$ cat src/rtl/sio_cfg_pkg.sv
package sio_cfg_pkg;
  localparam int unsigned DW = 8;
  typedef logic [DW-1:0] byte_t;

  localparam int unsigned KEY_LEN = 4;
  localparam byte_t KEY_FIRST  = 8'h87;

  localparam byte_t REG_EXIT  = 8'h02;
  localparam byte_t REG_LDN   = 8'h07;
  localparam byte_t REG_ID_HI = 8'h20;
  localparam byte_t REG_ID_LO = 8'h21;
  localparam byte_t REG_FCTL  = 8'h24;
  localparam byte_t REG_FB_HI = 8'h64;
  localparam byte_t REG_FB_LO = 8'h65;
  localparam int unsigned EXIT_BIT = 1;

  // last key byte depends on base strap
  function automatic byte_t key_byte(input int unsigned pos, input logic alt);
    case (pos)
      0:       key_byte = KEY_FIRST;
      1:       key_byte = 8'h01;
      2:       key_byte = 8'h55;
      default: key_byte = alt ? 8'hAA : 8'h55;
    endcase
  endfunction
endpackage

$ cat src/rtl/sio_key_match.sv
module sio_key_match
  import sio_cfg_pkg::*;
#(
  parameter int unsigned LEN = KEY_LEN
) (
  input  logic  clk_i,
  input  logic  rst_ni,
  input  logic  en_i,
  input  logic  alt_i,
  input  byte_t byte_i,
  output logic  hit_o
);
  localparam int unsigned CW = (LEN > 1) ? $clog2(LEN) : 1;
  localparam logic [CW-1:0] LAST = CW'(LEN - 1);

  logic [CW-1:0] cnt_q;
  logic          match;

  assign match = (byte_i == key_byte(int'(cnt_q), alt_i));
  assign hit_o = en_i && match && (cnt_q == LAST);

  always_ff @(posedge clk_i or negedge rst_ni) begin
    if (!rst_ni) begin
      cnt_q <= '0;
    end else if (en_i) begin
      if (match) cnt_q <= (cnt_q == LAST) ? '0 : cnt_q + CW'(1);
      else       cnt_q <= (byte_i == KEY_FIRST) ? CW'(1) : '0;
    end
  end
endmodule

$ cat src/rtl/sio_reg_file.sv
module sio_reg_file
  import sio_cfg_pkg::*;
#(
  parameter logic [15:0] CHIP_ID    = 16'h8716,
  parameter byte_t       FLASH_LDN  = 8'h07,
  parameter int unsigned BASE_ALIGN = 3
) (
  input  logic        clk_i,
  input  logic        rst_ni,
  input  logic        wr_i,
  input  byte_t       idx_i,
  input  byte_t       wdata_i,
  output byte_t       rdata_o,
  output logic        exit_o,
  output byte_t       flash_ctrl_o,
  output logic [15:0] flash_base_o
);
  localparam byte_t LO_MASK = ~byte_t'((1 << BASE_ALIGN) - 1);

  byte_t ldn_q, ctrl_q, fb_hi_q, fb_lo_q;
  logic  dev_hit;

  assign dev_hit = (ldn_q == FLASH_LDN);
  assign exit_o  = wr_i && (idx_i == REG_EXIT) && wdata_i[EXIT_BIT];

  always_ff @(posedge clk_i or negedge rst_ni) begin
    if (!rst_ni) begin
      ldn_q   <= '0;
      ctrl_q  <= '0;
      fb_hi_q <= '0;
      fb_lo_q <= '0;
    end else if (wr_i) begin
      case (idx_i)
        REG_LDN:   ldn_q  <= wdata_i;
        REG_FCTL:  ctrl_q <= wdata_i;
        REG_FB_HI: if (dev_hit) fb_hi_q <= wdata_i;
        REG_FB_LO: if (dev_hit) fb_lo_q <= wdata_i & LO_MASK;
        default: ;
      endcase
    end
  end

  always_comb begin
    case (idx_i)
      REG_LDN:   rdata_o = ldn_q;
      REG_ID_HI: rdata_o = CHIP_ID[15:8];
      REG_ID_LO: rdata_o = CHIP_ID[7:0];
      REG_FCTL:  rdata_o = ctrl_q;
      REG_FB_HI: rdata_o = dev_hit ? fb_hi_q : '0;
      REG_FB_LO: rdata_o = dev_hit ? fb_lo_q : '0;
      default:   rdata_o = '0;
    endcase
  end

  assign flash_ctrl_o = ctrl_q;
  assign flash_base_o = {fb_hi_q, fb_lo_q};
endmodule

$ cat src/rtl/sio_cfg_port.sv
module sio_cfg_port
  import sio_cfg_pkg::*;
#(
  parameter logic [15:0] CHIP_ID    = 16'h8716,
  parameter logic [7:0]  FLASH_LDN  = 8'h07,
  parameter int unsigned BASE_ALIGN = 3
) (
  input  logic        clk_i,
  input  logic        rst_ni,
  input  logic        alt_base_i,
  input  logic        port_sel_i,
  input  logic        wr_i,
  input  logic        rd_i,
  input  logic [7:0]  wdata_i,
  output logic [7:0]  rdata_o,
  output logic        unlocked_o,
  output logic [7:0]  flash_ctrl_o,
  output logic [15:0] flash_base_o
);
  logic  unl_q;
  byte_t idx_q;
  logic  key_en, key_hit, rf_wr, rf_exit;
  byte_t rf_rdata;

  assign key_en = !unl_q && wr_i && !port_sel_i;
  assign rf_wr  = unl_q && wr_i && port_sel_i;

  sio_key_match #(.LEN(KEY_LEN)) u_key (
    .clk_i  (clk_i),
    .rst_ni (rst_ni),
    .en_i   (key_en),
    .alt_i  (alt_base_i),
    .byte_i (wdata_i),
    .hit_o  (key_hit)
  );

  sio_reg_file #(
    .CHIP_ID    (CHIP_ID),
    .FLASH_LDN  (FLASH_LDN),
    .BASE_ALIGN (BASE_ALIGN)
  ) u_rf (
    .clk_i        (clk_i),
    .rst_ni       (rst_ni),
    .wr_i         (rf_wr),
    .idx_i        (idx_q),
    .wdata_i      (wdata_i),
    .rdata_o      (rf_rdata),
    .exit_o       (rf_exit),
    .flash_ctrl_o (flash_ctrl_o),
    .flash_base_o (flash_base_o)
  );

  always_ff @(posedge clk_i or negedge rst_ni) begin
    if (!rst_ni) begin
      unl_q <= 1'b0;
      idx_q <= '0;
    end else begin
      if (key_hit)      unl_q <= 1'b1;
      else if (rf_exit) unl_q <= 1'b0;
      if (unl_q && wr_i && !port_sel_i) idx_q <= wdata_i;
    end
  end

  always_comb begin
    if (!rd_i)          rdata_o = '0;
    else if (!unl_q)    rdata_o = 8'hFF;
    else if (port_sel_i) rdata_o = rf_rdata;
    else                rdata_o = idx_q;
  end

  assign unlocked_o = unl_q;
endmodule

$ cat config.mk
export PLATFORM = sky130hd
export DESIGN_NAME = sio_cfg_port
export DESIGN_NICKNAME = d
export VERILOG_FILES = /design/src/rtl/sio_cfg_pkg.sv /design/src/rtl/sio_key_match.sv /design/src/rtl/sio_reg_file.sv /design/src/rtl/sio_cfg_port.sv
export SDC_FILE = /design/constraint.sdc
export NUM_CORES = 1
export LEC_CHECK = 0
export BUFFER_PORTS_ARGS = -buffer_cell sky130_fd_sc_hd__buf_2
export CORE_ASPECT_RATIO = 1.4
export CORE_MARGIN = 2
export CORE_UTILIZATION = 53
export CTS_CLUSTER_DIAMETER = 80
export DETAILED_ROUTE_END_ITERATION = 10
export PLACE_DENSITY = 0.77
export SYNTH_ARGS = -nofsm -noshare
export SYNTH_HDL_FRONTEND = slang
export SYNTH_SLANG_ARGS = --single-unit
export TNS_END_PERCENT = 100
$ cat constraint.sdc
create_clock -name clk_i -period 3.8 [get_ports clk_i]
set_input_delay 0 -clock clk_i [delete_from_list [all_inputs] [get_ports clk_i]]
set_output_delay 0 -clock clk_i [all_outputs]
set_load 0.03 [all_outputs]
=== After elaboration in Yosys (flattened, before gate mapping) ===
Index checks and enable logic that the tools add are counted.

* Register bits after elaboration: 40
* Input bits: 14
* Word-level logic and storage cells: 51
* Output and inout bits: 33

* Eq/ne operators: 13
* Reduce and logical (&&, ||, !) cells: 17
* Multiplexer cells: 13
* Add/subtract/negate cells: 1

{| class="wikitable"
|+ Operator list
! operator !! count
|-
| $mux W8 || 6
|-
| $pmux W8 S6 || 1
|-
| $eq A8 B6 Y1 const B || 3
|-
| $pmux W8 S3 || 1
|-
| $eq A8 B3 Y1 const B || 2
|-
| $eq A8 B7 Y1 const B || 2
|-
| $logic_and A1 B1 Y1 || 9
|-
| $eq A8 B2 Y1 const B || 1
|-
| $eq A8 B8 Y1 || 1
|-
| $eq A8 B8 Y1 const B || 1
|-
| $reduce_and A3 Y1 || 2
|-
| $eq A2 B2 Y1 const B || 2
|-
| $mux W2 || 2
|-
| $reduce_and A2 Y1 || 2
|-
| $mux W1 || 3
|-
| $add A2 B1 Y2 const B || 1
|-
| $eq A2 B1 Y1 const B || 1
|-
| $logic_not A1 Y1 || 2
|-
| $logic_not A2 Y1 || 1
|-
| $reduce_bool A2 Y1 || 1
|}

=== Longest topological paths before layout ===
Gate-level depths: netlist (run 1).

* Depth in word-level cells: 6
* Mapped depth: 7
* Mapped depth without buffers: 7

=== Cells and area by module ===
Synthesis (run 1) repeated with hierarchy kept, for this count alone.

* Cell total of the unflattened synthesis: 195
* Area, all modules: 2,311.0 um^2

{| class="wikitable"
|+ By module, submodules not included
! module !! seq. area each (um^2) !! cells an instance !! instances !! area an instance (um^2)
|-
| sio_reg_file || 725.7 || 118 || 1 || 1,483.9
|-
| sio_cfg_port || 225.2 || 40 || 1 || 516.7
|-
| sio_key_match || 50.0 || 37 || 1 || 310.3
|}

=== Worst setup path before layout (run 1) ===
Ideal clock, no wire load.

* Path type: reg2out
* Start point: register u_rf.ldn_q[5]
* End point: output port rdata_o[0]
* Stages on the path, launching flop included: 7
* Arrival: 2,556 ps
* Path buffers: 1
* Path slack: 1,244 ps
* Required time: 3,800 ps
* Path through: dfrtp_1 or4_1 or4_1 buf_6 nor3_1 a221oi_1 nor3_1

* Word-level cells in the longest chain between the ends: 6

{| class="wikitable"
|+ Ends and longest elaborated chain
! what !! line !! RTL
|-
| start: declaration || sio_reg_file.sv:20 || <nowiki>byte_t ldn_q, ctrl_q, fb_hi_q, fb_lo_q;</nowiki>
|-
| start signal: assignment || sio_reg_file.sv:34 || <nowiki>REG_LDN: ldn_q <= wdata_i;</nowiki>
|-
| $eq A8 B3 Y1 || sio_reg_file.sv:23 || <nowiki>assign dev_hit = (ldn_q == FLASH_LDN);</nowiki>
|-
| $mux W8 || sio_reg_file.sv:49 || <nowiki>REG_FB_HI: rdata_o = dev_hit ? fb_hi_q : '0;</nowiki>
|-
| $pmux W8 S6 || sio_reg_file.sv:44 || <nowiki>case (idx_i)</nowiki>
|-
| $mux W8 || sio_cfg_port.sv:67 || <nowiki>else if (port_sel_i) rdata_o = rf_rdata;</nowiki>
|-
| $mux W8 || sio_cfg_port.sv:66 || <nowiki>else if (!unl_q) rdata_o = 8'hFF;</nowiki>
|-
| $mux W8 || sio_cfg_port.sv:65 || <nowiki>if (!rd_i) rdata_o = '0;</nowiki>
|-
| end: declaration || sio_cfg_port.sv:15 || <nowiki>output logic [7:0] rdata_o,</nowiki>
|}

Every way passes these cells.

=== Final worst setup path (run 1) ===
Same ends and word-level chain as after synthesis.

==> impl_results.md, run 1 <==
* Layout cells sized above 1 at 35.7%
* Die ar. at 5020 sq um
* WS Path Type: flop to output port
* Setup-failing EPs final at 0
* DRT iter0 DRCs at 87
* Vias/cell at 5.93
* Finished Core Util at 62.6%
* N_diodes at 0
* Final hold violations at 0
* Post-synth EDFFs at 0
* Final setup TNS at 0 ns
* GPL Wtd Cong at 0.911
* Cells on worst reg2reg path at 4
* Worst-path fanout max at 8
* Die Wd at 60.5 um
* CP Capture Point: rdata_o[0]
* CTS Buf Count at 5
* Nets@finish at 272
* Reg-to-reg startpoint: u_rf.ldn_q[5]$_DFFE_PN0P_
* Clock skew at 0.00701 ns
* CTS clock-pin slew for the worst setup and hold paths at 0.08 ns
* Maximum Capacitance Violations at 0
* Area share of the largest cell type after synthesis at 42.3%
* Worst path arrival time at 2.85 ns
* Num ports at 47
* Hold Crit Class: input pin to flop
* Fmax at 0.350 GHz
* Ys Warns at 0
* Sequential cell area fraction in the yosys report at 42.3%
* Total core area at 4270 sq um
* Kind of end point of the critical path: output port
* CP startpoint kind: flop
* Clock period minus worst slack at 2.85 ns
* Initial Util at 55.4%
* Initial antenna violation count at 0
* Rel. slew slack at 41.5%
* Status: finished clean
* Unique masters post-synth at 44
* Die Y at 83.1 um
* First-pass GRT wire length at 9160 um
* Mapped Cells at 218
* Tcrit/Tclk final at 75.1%
* Overall Global Routing Usage at 23.8%
* Post-synth ARST share at 100%
* Vias at 1,867
* Main synth FF type: dfrtp_1
* CTS tree: built
* Clk Latency, worst-skew pair at 0.30 ns
* Post-CTS sizing at 0
* Antenna-violating nets left at 0
* Area growth syn-to-layout at 12.9%
* IO buf count at 43
* Synthesized area at 2370 sq um
* Drt total wl at 5590 um
* WL/cell at 17.8 um
* Vias in the first global route at 1,883
* Count of final max-slew check failures at 0
* DP HPWL at 4080 um
* Hold Slack at 0.0651 ns
* CP startpoint: u_rf.ldn_q[5]$_DFFE_PN0P_
* Reg2Reg Setup Slack at 1.16 ns
* Fillers at 383
* Largest net degree at the start of global routing at 41
* Measured slew at the worst slew-check pin at 0.878 ns
* Placed Cells at 306
* H-tree Lvls at 2
* Seq cells post-synth at 40
* Top cells by area, synth: dfrtp_1 42%, mux2_2 14%, mux2_4 5.1%
* Root buffer cell: clkbuf_8
* Maximum vdd drop at 0.264 mV
* Cell leakage power at 1.30 nW
* DRT Pass-1 Iters at 4
* Total gr overflow at 0
* Reg2reg end: u_rf.fb_hi_q[4]$_DFFE_PN0P_
* Finished Layout Cells at 315
* Rows at 28
* Avg Synthesized Cell Area at 10.9 sq um
* Bufs on Longest Clock Path at 2
* WP data required at 3.80 ns
* DRC viols at 0
* Area leader, netlist: dfrtp_1
* Clock Sinks at 40
* Pwr dens at 316 nW/um^2
* RSZ-0062 raised after global routing: false
==> cells in the final DEF (no fill, tap or decap), types with 5 or more instances in the layout <==
| cell | n |
|---|---|
| mux2i_1 | 5 |
| mux2_4 | 8 |
| clkbuf_8 | 5 |
| dfrtp_1 | 40 |
| mux2_2 | 29 |
| a21oi_1 | 7 |
| o21ai_0 | 11 |
| nand2b_1 | 7 |
| nor3_1 | 8 |
| nand2_1 | 12 |
| nor2_1 | 8 |
| buf_2 | 43 |
| inv_1 | 8 |
==> stage by stage <==
step	power, mW	cell area [sq um]	worst slack, ns
finish	0.846	2670	0.945
global route	0.881	2670	0.812
CTS	0.852	2670	0.984
detailed placement	0.507	2550	1.19
global placement	0.506	2550	1.21
floorplan	0.481	2370	1.24
==> how the worst min path moves through the flow <==
stage	depth (start not counted)	start	end
2_1_floorplan	0	rst_ni	idx_q[0]$_DFFE_PN0P_
3_3_place_gp	1	rst_ni	u_rf.fb_hi_q[2]$_DFFE_PN0P_
3_5_place_dp	1	rst_ni	u_rf.fb_hi_q[2]$_DFFE_PN0P_
4_1_cts	2	wdata_i[3]	u_rf.flash_ctrl_o[3]$_DFFE_PN0P_
5_1_grt	2	wdata_i[3]	u_rf.flash_ctrl_o[3]$_DFFE_PN0P_
6_report	2	wdata_i[3]	u_rf.flash_ctrl_o[3]$_DFFE_PN0P_
==> sequential cells by signal (all words and copies together), names as in the netlist <==
register	cells
u_rf.ldn_q	8
u_rf.fb_lo_q	5
idx_q	8
u_rf.fb_hi_q	8
unlocked_o	1
u_rf.flash_ctrl_o	8
u_key.cnt_q	2
==> where the power goes <==
part           switching, mW  leakage [nW]  internal (mW)  total (mW)
Sequential           0.00383         0.559          0.427       0.431
Combinational         0.0504         0.689         0.0192      0.0696
Clock                  0.152        0.0541          0.194       0.346
==> cells by family (layout without fill, tap and decap cells) <==
| logic type | count (synthesis) | count (layout) | share of synthesized area (%) |
|---|---|---|---|
| simple gates | 61 | 61 | 15.3 |
| compound gates | 42 | 42 | 12.1 |
| flops | 40 | 40 | 42.3 |
| buf+inv | 25 | 60 | 6.03 |
| xor+xnor | 3 | 3 | 1.11 |
| fa+ha+maj | 4 | 4 | 2.11 |
| other cells | 1 | 3 | 0.158 |
| mux | 42 | 42 | 21.0 |
==> what timing repair did <==
action | 4_1_cts | 5_1_grt
hold buffers | 1 | 0
endpoints found under the hold margin | 40 | 0
setup buffers | 0 | 0
==> worst max-delay path, cell delays in order, from the launching register on <==
cell and delay [ns]:
dfrtp_1 0.39, or4_1 0.51, or4_1 0.65, nor3_1 0.36
a221oi_1 0.15, nor3_1 0.26, buf_2 0.24
==> synthesized netlist by cell type, types with 2 or more instances <==
master    number
or3_1          2
nand3b_1       2
dfrtp_1       40
ha_1           4
o32ai_1        3
o21ai_0       11
buf_6          4
mux2_4         8
nand2_1       12
nand3_1        4
a21oi_1        7
inv_1          8
and2_1         3
clkbuf_1       8
or4_1          4
mux2_2        29
nor3b_1        2
nand2b_1       7
a31oi_1        3
buf_4          5
nor4_1         2
mux2i_1        5
xor2_1         3
a22o_1         4
nor3_1         8
a22oi_1        4
nor2_1         8
nand4b_1       2
==> metal layers <==
layer	share of wire [%]	global-route usage [%]
met1	41	30.2
met2	52	39.2
met3	4.7	4.98
met4	1.7	8.50
met5	0	0
==> cell type report <==
cell class	count	area [sq um]	area share [%]
Multi-Input combinational cell	155	1230	46.0
Sequential cell	40	1000	37.4
Timing Repair Buffer	44	225	8.42
Tap cell	60	75.1	2.81
Clock buffer	5	68.8	2.57
Clock inverter	3	42.5	1.59
Inverter	8	30.0	1.12
No activity file was read; power rests on OpenSTA's default activity.
==> run 2, diff against run 1 <==
--- a/config.mk
+++ b/config.mk
@@ -8,10 +8,10 @@
 export BUFFER_PORTS_ARGS = -buffer_cell sky130_fd_sc_hd__buf_2
 export CORE_ASPECT_RATIO = 1.4
 export CORE_MARGIN = 2
-export CORE_UTILIZATION = 53
+export CORE_UTILIZATION = 50
 export CTS_CLUSTER_DIAMETER = 80
 export DETAILED_ROUTE_END_ITERATION = 10
-export PLACE_DENSITY = 0.77
+export PLACE_DENSITY = 0.76
 export SYNTH_ARGS = -nofsm -noshare
 export SYNTH_HDL_FRONTEND = slang
 export SYNTH_SLANG_ARGS = --single-unit
==> constraint.sdc (replaced) <==
create_clock -name clk_i -period 2.6 [get_ports clk_i]
set_input_delay 0 -clock clk_i [delete_from_list [all_inputs] [get_ports clk_i]]
set_output_delay 0 -clock clk_i [all_outputs]
set_load 0.03 [all_outputs]
==> impl_results.md, run 2 (synthesis gave the netlist of run 1 again) <==
* Internal power at 0.945 mW
* CP startpoint kind: flop
* Cells along the critical path: buf_4, or4_4, a2111oi_2, o31a_1, buf_4, nand2_1, a31oi_2, buf_6
* Layout cells sized above 1 at 41.9%
* Tcrit/Tclk final at 97.5%
* CTS clock-pin slew for the worst setup and hold paths at 0.08 ns
* Num ports at 47
* Post-layout worst setup margin at 0.0644 ns
* DRT Pass-1 Iters at 4
* Maximum Capacitance Violations at 0
* Worst hold start: wdata_i[2]
* Cell leakage power at 1.37 nW
* Rows at 29
* Reg-to-reg startpoint: u_rf.ldn_q[4]$_DFFE_PN0P_
* Buf/Inv on CP at 3
* Clock Sinks at 40
* First-pass GRT wire length at 9410 um
* WS Path Type: flop to output port
* Pwr dens at 440 nW/um^2
* DRC viols at 0
* Setup-failing EPs final at 0
* Hold Slack at 0.0633 ns
* Clock Power Share at 40.7%
* Kind of end point of the critical path: output port
* N_diodes at 0
* Drt total wl at 5950 um
* Design area at 2850 sq um
* Vias in the first global route at 1,880
* Top cell family by delay on the critical path: compound AO/OA/AOI/OAI gates
* Reg2reg end: u_rf.fb_lo_q[5]$_DFFE_PN0P_
* WL/cell at 18.1 um
* Cells on worst reg2reg path at 6
* Crit. path cell count at 8
* Bufs on Longest Clock Path at 2
* Most common cell after layout, fill and taps aside: dfrtp_1
* CP peak stage delay at 0.58 ns
* Clk Latency, worst-skew pair at 0.30 ns
* Final setup TNS at 0 ns
* Slowest CP cell: or4_4
* Fillers at 389
* Count of final max-slew check failures at 0
* Total core area at 4540 sq um
* Commonest cells after routing, fill and taps aside: 40 x dfrtp_1, 39 x buf_2, 29 x mux2_2, 14 x buf_4, 12 x nand2_1
* Finished Core Util at 62.9%
* Vias/cell at 5.87
* GPL Wtd Cong at 0.900
* Antenna-violating nets left at 0
* Initial Util at 52.2%
* Switching Fraction at 24.8%
* Hold depth at 2
* Nets@finish at 284
* Worst-path fanout max at 4
* Fmax at 0.394 GHz
* Worst Hold Endpoint: u_rf.fb_hi_q[2]$_DFFE_PN0P_
* DRT iter0 DRCs at 91
* Area growth syn-to-layout at 20.6%
* IO buf count at 43
* Initial antenna violation count at 0
* Die Wd at 62.2 um
* Total gr overflow at 0
* Overall Global Routing Usage at 23.0%
* Die ar. at 5310 sq um
* CP startpoint: idx_q[4]$_DFFE_PN0P_
* Clock skew at 0.00362 ns
* Flop pwr share at 49.9%
* Setup slack at placement at 0.113 ns
* Final hold violations at 0
* Rel. slew slack at 41.0%
* Largest net degree at the start of global routing at 41
* Clock period minus worst slack at 2.54 ns
* Root buffer cell: clkbuf_8
* Measured slew at the worst slew-check pin at 0.885 ns
* Reg2Reg Setup Slack at 0.08 ns
* Vias at 1,930
* Status: finished clean
* Die Y at 85.4 um
* WP data required at 2.60 ns
* CTS Buf Count at 5
* Maximum vdd drop at 0.320 mV
* CP dominant cell by count: buf_4
* Worst path arrival time at 2.54 ns
* H-tree Lvls at 2
* Hold Crit Class: input pin to flop
* DP HPWL at 4320 um
* Placed Area at 2610 sq um
* Gate power share at 9.4%
* CTS tree: built
* Switching power at 0.311 mW
run 2: cell count changes in the layout (fill, tap and decap cells not counted), moves of 2 or more:
cell     before  now
buf_2        43   39
buf_4         0   14
o32ai_1       3    1
or4_4         1    4
or4_1         4    1
run 2: layout make-up:
cell class	count	area, sq um	area share (%)
Tap cell	62	77.6	2.72
Clock buffer	5	68.8	2.41
Timing Repair Buffer	56	337	11.8
Clock inverter	3	42.5	1.49
Sequential cell	40	1000	35.1
Inverter	8	30.0	1.05
Multi-Input combinational cell	155	1300	45.5
run 2: stage by stage:
step,cells,power (mW)
floorplan,220,0.703
global placement,315,0.744
detailed placement,315,0.746
CTS,324,1.25
global route,329,1.30
finish,329,1.26
run 2: layer usage:
layer / routed length, um / GRT usage, % / vias to the layer above / part of all wire, %
met2: 3100 / 40.6 / 61 / 52
met5: 0 / 0 / - / 0
met1: 2430 / 27.1 / 963 / 41
met4: 170 / 10.3 / 0 / 2.9
met3: 253 / 4.38 / 16 / 4.3
li1: - / - / 890 / -
run 2: how the worst max path moves through the flow:
| stage | end | slack [ns] |
|---|---|---|
| after floorplan | rdata_o[0] | 0.04 |
| after global placement | rdata_o[0] | 0.17 |
| after detailed placement | rdata_o[0] | 0.11 |
| after CTS | rdata_o[3] | -0.002 |
| after global routing | rdata_o[3] | -0.04 |
| final | rdata_o[3] | 0.06 |
run 2: repair_timing:
item / CTS / global route
buffers inserted: 0 / 5
cloned: 0 / 0
pin swaps: 2 / 7
endpoints found under the hold margin: 40 / 0
endpoints found under the setup margin: 6 / 7
gates resized for setup: 9 / 11
hold buffers: 1 / 0
run 2: power by group through the flow:
stage	Clock [mW]	Combinational, mW	Sequential, mW
6_report	0.511	0.118	0.627
2_1_floorplan	0	0.0639	0.639
3_5_place_dp	0	0.107	0.639
5_1_grt	0.547	0.126	0.627
3_3_place_gp	0	0.105	0.639
4_1_cts	0.513	0.111	0.627
